$ cat config.mk
export PLATFORM = sky130hd
export DESIGN_NAME = bwmu_top
export DESIGN_NICKNAME = d
export VERILOG_FILES = /design/src/rtl/bwmu_pkg.sv /design/src/rtl/bwmu_lane.sv /design/src/rtl/bwmu_ctrl.sv /design/src/rtl/bwmu_dpath.sv /design/src/rtl/bwmu_top.sv
export SDC_FILE = /design/constraint.sdc
export NUM_CORES = 2
export LEC_CHECK = 0
export BUFFER_PORTS_ARGS = -buffer_cell sky130_fd_sc_hd__buf_2
export CAP_MARGIN = 20
export CORE_AREA = 3 3 478 598
export DETAILED_ROUTE_END_ITERATION = 6
export DIE_AREA = 0 0 481 601
export PLACE_DENSITY = 0.7
export SETUP_SLACK_MARGIN = 0.2
export SLEW_MARGIN = 5
export SYNTH_ARGS = -nofsm -noshare
export SYNTH_HDL_FRONTEND = slang
export SYNTH_SLANG_ARGS = --single-unit
$ cat constraint.sdc
create_clock -name clk -period 4.65 [get_ports clk]
set_input_delay 0.465 -clock clk [delete_from_list [all_inputs] [get_ports clk]]
set_output_delay 0.465 -clock clk [all_outputs]
set_load 0.02 [all_outputs]
$ cat src/rtl/bwmu_pkg.sv
package bwmu_pkg;

  typedef enum logic [1:0] {
    MODE_DIRECT  = 2'd0,
    MODE_IND     = 2'd1,
    MODE_POSTINC = 2'd2,
    MODE_PTRLD   = 2'd3
  } ptrMode_e;

  // Strobes from the control decode to the datapath.
  typedef struct packed {
    logic rdEn;
    logic wrLo;
    logic wrHi;
    logic laneHi;
    logic wordOp;
    logic ptrLoad;
    logic ptrStep;
    logic trap;
  } ctrlStrobe_t;

endpackage

$ cat src/rtl/bwmu_lane.sv
// One byte-wide half of the data array: own write enable, registered read.
module bwmu_lane #(
  parameter int AW = 8,
  parameter int W  = 8
) (
  input  logic          clk,
  input  logic          rdEn,
  input  logic          wrEn,
  input  logic [AW-1:0] addr,
  input  logic [W-1:0]  wdata,
  output logic [W-1:0]  rdQ
);
  localparam int DEPTH = 1 << AW;

  logic [W-1:0] mem [DEPTH];

  always_ff @(posedge clk) begin
    if (wrEn) mem[addr] <= wdata;
    if (rdEn) rdQ <= mem[addr];
  end
endmodule

$ cat src/rtl/bwmu_ctrl.sv
// Request decode: alignment check and strobe generation.
module bwmu_ctrl
  import bwmu_pkg::*;
(
  input  logic        reqValid,
  input  logic        reqWrite,
  input  logic        reqWord,
  input  logic [1:0]  reqMode,
  input  logic        eaLsb,
  output ctrlStrobe_t strobe
);
  ptrMode_e mode;
  logic     memAccess;
  logic     misaligned;
  logic     okAccess;

  always_comb begin
    mode       = ptrMode_e'(reqMode);
    memAccess  = reqValid && (mode != MODE_PTRLD);
    misaligned = memAccess && reqWord && eaLsb;
    okAccess   = memAccess && !misaligned;

    strobe         = '0;
    strobe.trap    = misaligned;
    strobe.rdEn    = okAccess && !reqWrite;
    strobe.wrLo    = okAccess && reqWrite && (reqWord || !eaLsb);
    strobe.wrHi    = okAccess && reqWrite && (reqWord || eaLsb);
    strobe.laneHi  = eaLsb;
    strobe.wordOp  = reqWord;
    strobe.ptrLoad = reqValid && (mode == MODE_PTRLD);
    strobe.ptrStep = okAccess && (mode == MODE_POSTINC);
  end
endmodule

$ cat src/rtl/bwmu_dpath.sv
// Address generation, pointer register, dual-lane array and read alignment.
module bwmu_dpath
  import bwmu_pkg::*;
#(
  parameter int ADDR_W      = 16,
  parameter int LANE_W      = 8,
  parameter int MEM_WORD_AW = 8
) (
  input  logic                  clk,
  input  logic                  rstN,
  input  logic [1:0]            reqMode,
  input  logic [ADDR_W-1:0]     reqAddr,
  input  logic [2*LANE_W-1:0]   reqWdata,
  input  ctrlStrobe_t           strobe,
  output logic                  eaLsb,
  output logic [ADDR_W-1:0]     ptrValue,
  output logic [2*LANE_W-1:0]   rdData,
  output logic                  rdValid,
  output logic                  addrTrap
);
  localparam int DATA_W = 2 * LANE_W;
  localparam int LANES  = 2;
  localparam logic [ADDR_W-1:0] STEP_BYTE = ADDR_W'(1);
  localparam logic [ADDR_W-1:0] STEP_WORD = ADDR_W'(2);

  logic [ADDR_W-1:0]      ptrQ;
  logic [ADDR_W-1:0]      ea;
  logic [MEM_WORD_AW-1:0] wordAddr;
  logic                   unusedEaHigh;
  logic [LANE_W-1:0]      laneRd [LANES];
  logic                   rdValidQ;
  logic                   laneHiQ;
  logic                   wordQ;
  logic                   trapQ;

  // Effective address: direct field or pointer register.
  always_comb begin
    ea = (ptrMode_e'(reqMode) == MODE_DIRECT) ? reqAddr : ptrQ;
  end
  assign eaLsb        = ea[0];
  assign wordAddr     = ea[MEM_WORD_AW:1];
  assign unusedEaHigh = ^ea[ADDR_W-1:MEM_WORD_AW+1];

  // Pointer register with size-scaled post-increment.
  always_ff @(posedge clk) begin
    if (!rstN) begin
      ptrQ <= '0;
    end else if (strobe.ptrLoad) begin
      ptrQ <= reqAddr;
    end else if (strobe.ptrStep) begin
      ptrQ <= ptrQ + (strobe.wordOp ? STEP_WORD : STEP_BYTE);
    end
  end

  // Two byte-wide halves with a shared word decode.
  for (genvar g = 0; g < LANES; g++) begin : gLane
    logic              laneWr;
    logic [LANE_W-1:0] laneWd;
    if (g == 0) begin : gLo
      assign laneWr = strobe.wrLo;
      assign laneWd = reqWdata[LANE_W-1:0];
    end else begin : gHi
      assign laneWr = strobe.wrHi;
      assign laneWd = strobe.wordOp ? reqWdata[DATA_W-1:LANE_W]
                                    : reqWdata[LANE_W-1:0];
    end
    bwmu_lane #(
      .AW (MEM_WORD_AW),
      .W  (LANE_W)
    ) u_lane (
      .clk   (clk),
      .rdEn  (strobe.rdEn),
      .wrEn  (laneWr),
      .addr  (wordAddr),
      .wdata (laneWd),
      .rdQ   (laneRd[g])
    );
  end

  // Response registers.
  always_ff @(posedge clk) begin
    if (!rstN) begin
      rdValidQ <= 1'b0;
      laneHiQ  <= 1'b0;
      wordQ    <= 1'b0;
      trapQ    <= 1'b0;
    end else begin
      rdValidQ <= strobe.rdEn;
      trapQ    <= strobe.trap;
      if (strobe.rdEn) begin
        laneHiQ <= strobe.laneHi;
        wordQ   <= strobe.wordOp;
      end
    end
  end

  // Lane steering onto the read bus.
  always_comb begin
    rdData = '0;
    if (rdValidQ) begin
      if (wordQ) begin
        rdData = {laneRd[1], laneRd[0]};
      end else begin
        rdData[LANE_W-1:0] = laneHiQ ? laneRd[1] : laneRd[0];
      end
    end
  end

  assign ptrValue = ptrQ;
  assign rdValid  = rdValidQ;
  assign addrTrap = trapQ;
endmodule

$ cat src/rtl/bwmu_top.sv
module bwmu_top
  import bwmu_pkg::*;
#(
  parameter int ADDR_W      = 16,
  parameter int LANE_W      = 8,
  parameter int MEM_WORD_AW = 8
) (
  input  logic                clk,
  input  logic                rstN,
  input  logic                reqValid,
  input  logic                reqWrite,
  input  logic                reqWord,
  input  logic [1:0]          reqMode,
  input  logic [ADDR_W-1:0]   reqAddr,
  input  logic [2*LANE_W-1:0] reqWdata,
  output logic [2*LANE_W-1:0] rdData,
  output logic                rdValid,
  output logic                addrTrap,
  output logic [ADDR_W-1:0]   ptrValue
);
  ctrlStrobe_t strobe;
  logic        eaLsb;

  bwmu_ctrl u_ctrl (
    .reqValid (reqValid),
    .reqWrite (reqWrite),
    .reqWord  (reqWord),
    .reqMode  (reqMode),
    .eaLsb    (eaLsb),
    .strobe   (strobe)
  );

  bwmu_dpath #(
    .ADDR_W      (ADDR_W),
    .LANE_W      (LANE_W),
    .MEM_WORD_AW (MEM_WORD_AW)
  ) u_dpath (
    .clk      (clk),
    .rstN     (rstN),
    .reqMode  (reqMode),
    .reqAddr  (reqAddr),
    .reqWdata (reqWdata),
    .strobe   (strobe),
    .eaLsb    (eaLsb),
    .ptrValue (ptrValue),
    .rdData   (rdData),
    .rdValid  (rdValid),
    .addrTrap (addrTrap)
  );
endmodule

==> flow_summary.yaml <==
clocking:
  clockBufferDepth: 4
  hold_buffers: 33
  h-tree-depth: 5
  clock_latency_ns: 0.90
  cts_tree: "done"
  clock_sinks: 4132
  clk_pin_slew_ns: 0.06
  cts_buffers: 377
  cts-resized-gates: 0
  root_buffer: "clkbuf_16"
  cts_setup_buffers: 0
power:
  power_leakage_uw: 0.05261
  power_switching_uw: 16500
  combPwrFrac_pct: 5.7
  power_frac_seq_pct: 53.9
  irDropWorstVdd_mv: 0.3466
  swShare_pct: 21.62
  power.internal_uw: 59830
  p_clk_share_pct: 40.4
  powerDensity_nw_per_um2: 437.3
timing:
  fmax_mhz: 235.1
  finalMaxSlewViolations: 0
  period_needed_ns: 4.253
  slew_headroom_pct: 20.50
  finalHoldViolations: 0
  timing.final.crit_share_pct: 91.46
  rsz0062_at_grt: "false"
  tightest_slew_ns: 1.177
  finalClockSkew_ns: 0.07868
  setup_viol: 0
placed_design:
  hpwlAfterDp_mm: 253.2
  place.gp.congestion: 0.8852
  dpl_cell_area_um2: 162000
  io_buffer_count: 72
grt:
  antenna_found_initial: 17
  track_usage_pct: 28.49
  grt-ovfl-total: 0
  grt_pass1_wl_mm: 608.9
  grt_max_degree: 194
  grt_pass1_vias: 89800
run_status:
  violations: "design-rule violations"
  status: "finished, violations left"
logic_synthesis:
  synthDistinctLibCells: 56
  async_flop_share_pct: 0
  syn_inst: 9017
  synth_area_leader_cell: "edfxtp_1"
  yosysSeqAreaShare_pct: 80.49
  synth_edf_count: 4112
  synth-seq-cells: 4132
  synthesis.nets: 9059
  synth.avg_cell_area_um2: 17.07
  synth_area_leaders: "edfxtp_1 80%, a22oi_1 10%, a21oi_1 3.4%"
  synth_ff_type: "edfxtp_1"
  synth.most_common_cell: "edfxtp_1"
  yosys-top-cells-count: "4112 x edfxtp_1, 2049 x a22oi_1, 1042 x a21oi_1"
  yosysTopAreaCellShare_pct: 80.23
  yosys_warnings: 0
  synth_area_um2: 153900
setup_path:
  startpoint: "u_dpath.ptrValue[1]"
  path_max_fanout: 83
  r2r-start: "u_dpath.ptrValue[1]"
  r2r_cells: 8
  start_kind: "flip-flop"
  critical_path_class: "reg2reg"
  crit_path_end_kind: "flip-flop"
  critical_path_arrival_ns: 4.89
  critPathRequiredTime_ns: 5.29
die:
  dieArea_um2: 289100
  ios: 73
  die_h_um: 601
  core_area_um2: 280200
  die_w_um: 481
  rows: 217
  start_util_pct: 54.93
flow_run:
  cap_violations: 0
routing:
  drtIter0Drc: 13340
  met1Wirelength_mm: 151.6
  wl_met3_mm: 42.40
  dr.max_layer_used: "met5"
  drt_wl_total_mm: 422.2
  dr_wl_met2_mm: 202.5
  routedWlPerCell_um: 31.37
  ant_nets: 0
  drc_errors: 1
  vias: 91340
  dr.pass1.iters: 7
  routed_via_density: 6.787
hold_path:
  worstHoldPathType: "in2reg"
  hold_path_depth: 4
  hp-start: "reqAddr[2]"
final_layout:
  fin_area_um2: 174600
  finish.utilization_pct: 62.30
  area_growth_pct: 13.42
  drive_gt1_share_pct: 13.29
  final_nets: 9468
-- cell usage in the layout, fill, tap and decap left out, types with 17 or more instances in the layout --
| cell | Yosys | layout |
|---|---|---|
| a21oi_1 | 1042 | 1041 |
| a22oi_1 | 2049 | 2049 |
| a41oi_1 | 64 | 64 |
| buf_12 | 0 | 83 |
| buf_2 | 274 | 67 |
| buf_4 | 3 | 528 |
| bufinv_16 | 0 | 43 |
| clkbuf_1 | 353 | 66 |
| clkbuf_16 | 0 | 382 |
| clkinv_1 | 0 | 77 |
| clkinv_2 | 0 | 77 |
| dfxtp_1 | 20 | 20 |
| dlygate4sd3_1 | 0 | 33 |
| edfxtp_1 | 4112 | 4112 |
| nand2_1 | 58 | 44 |
| nand3_1 | 45 | 29 |
| nor2_1 | 528 | 527 |
| o41ai_1 | 256 | 251 |
| or4_1 | 17 | 17 |
-- worst max-delay path, cell delays in order (launching register included) --
cell	delay (ns)
dfxtp_1	0.55
o31ai_4	0.30
buf_12	0.26
buf_12	0.22
a22oi_1	0.30
a21oi_1	0.13
o41ai_1	0.84
a41oi_1	0.63
or4_1	0.66
-- state kept, by name, summed over array words and instances, names as in the netlist --
signal,flops
u_dpath.ptrValue,16
u_dpath.rdValid,1
u_dpath.addrTrap,1
u_dpath.gLane.u_lane.rdQ,16
u_dpath.gLane.u_lane.mem,4096
u_dpath.wordQ,1
u_dpath.laneHiQ,1
-- per-stage QoR --
| step | instances | hold WS [ns] | setup WS (ns) | total power (uW) | TNS [ns] |
|---|---|---|---|---|---|
| finish | 13460 | 0.07447 | 0.3972 | 76340 | 0 |
| global placement | 12730 | 0.4799 | -0.07455 | 46080 | -0.07455 |
| floorplan | 9017 | 0.4766 | 1.426 | 44150 | 0 |
| CTS | 13450 | 0.01318 | 0.2998 | 76420 | 0 |
| detailed placement | 12740 | 0.4876 | -0.01005 | 46190 | -0.01005 |
| global route | 13450 | 0.08333 | 0.3029 | 78140 | 0 |
-- worst paths after layout --
path	slack, ns	to
worst max-delay path	0.40	u_dpath.gLane[0].u_lane.rdQ[1]
worst min-delay path	0.07	u_dpath.ptrValue[2]
worst min register to register	0.56	u_dpath.ptrValue[9]
worst max register to register	0.40	u_dpath.gLane[0].u_lane.rdQ[1]
-- metal layers --
metal  vias up  track usage (%)
li1      38150                -
met1     46380            37.41
met2      5754            45.38
met5         -                0
met4        12            15.21
met3      1048            5.461
-- kinds of logic (layout without fill, tap and decap cells) --
group | count (synthesis) | count (layout) | synth area share (%)
compound gates | 3471 | 3471 | 15.50
xor+xnor | 1 | 1 | 0.005692
fa+ha+maj | 3 | 3 | 0.02926
buf+inv | 698 | 1406 | 1.987
flops | 4132 | 4132 | 80.49
mux | 16 | 16 | 0.1106
other cells | 0 | 10 | 0
simple gates | 696 | 696 | 1.875
-- area by class of cell --
type                       count  area, um^2
tap                         3723        4658
clock buffer                 452        9862
sequential                  4132      123900
timing repair buffer         720        6439
fill                       19280      105600
clock inverter               226        2292
multi-input combinational   4187       27380
inverter                       8       30.03
antenna                       10       25.02
-- power groups by stage --
stage | sequential [uW] | combinational, uW | clock (uW)
after floorplan | 42000 | 2160 | 0
after global placement | 42000 | 4110 | 0
after detailed placement | 42000 | 4220 | 0
after CTS | 41200 | 4250 | 31000
after global routing | 41100 | 4510 | 32500
final | 41200 | 4320 | 30800
Note: power is estimated with default switching activity, not from simulation.
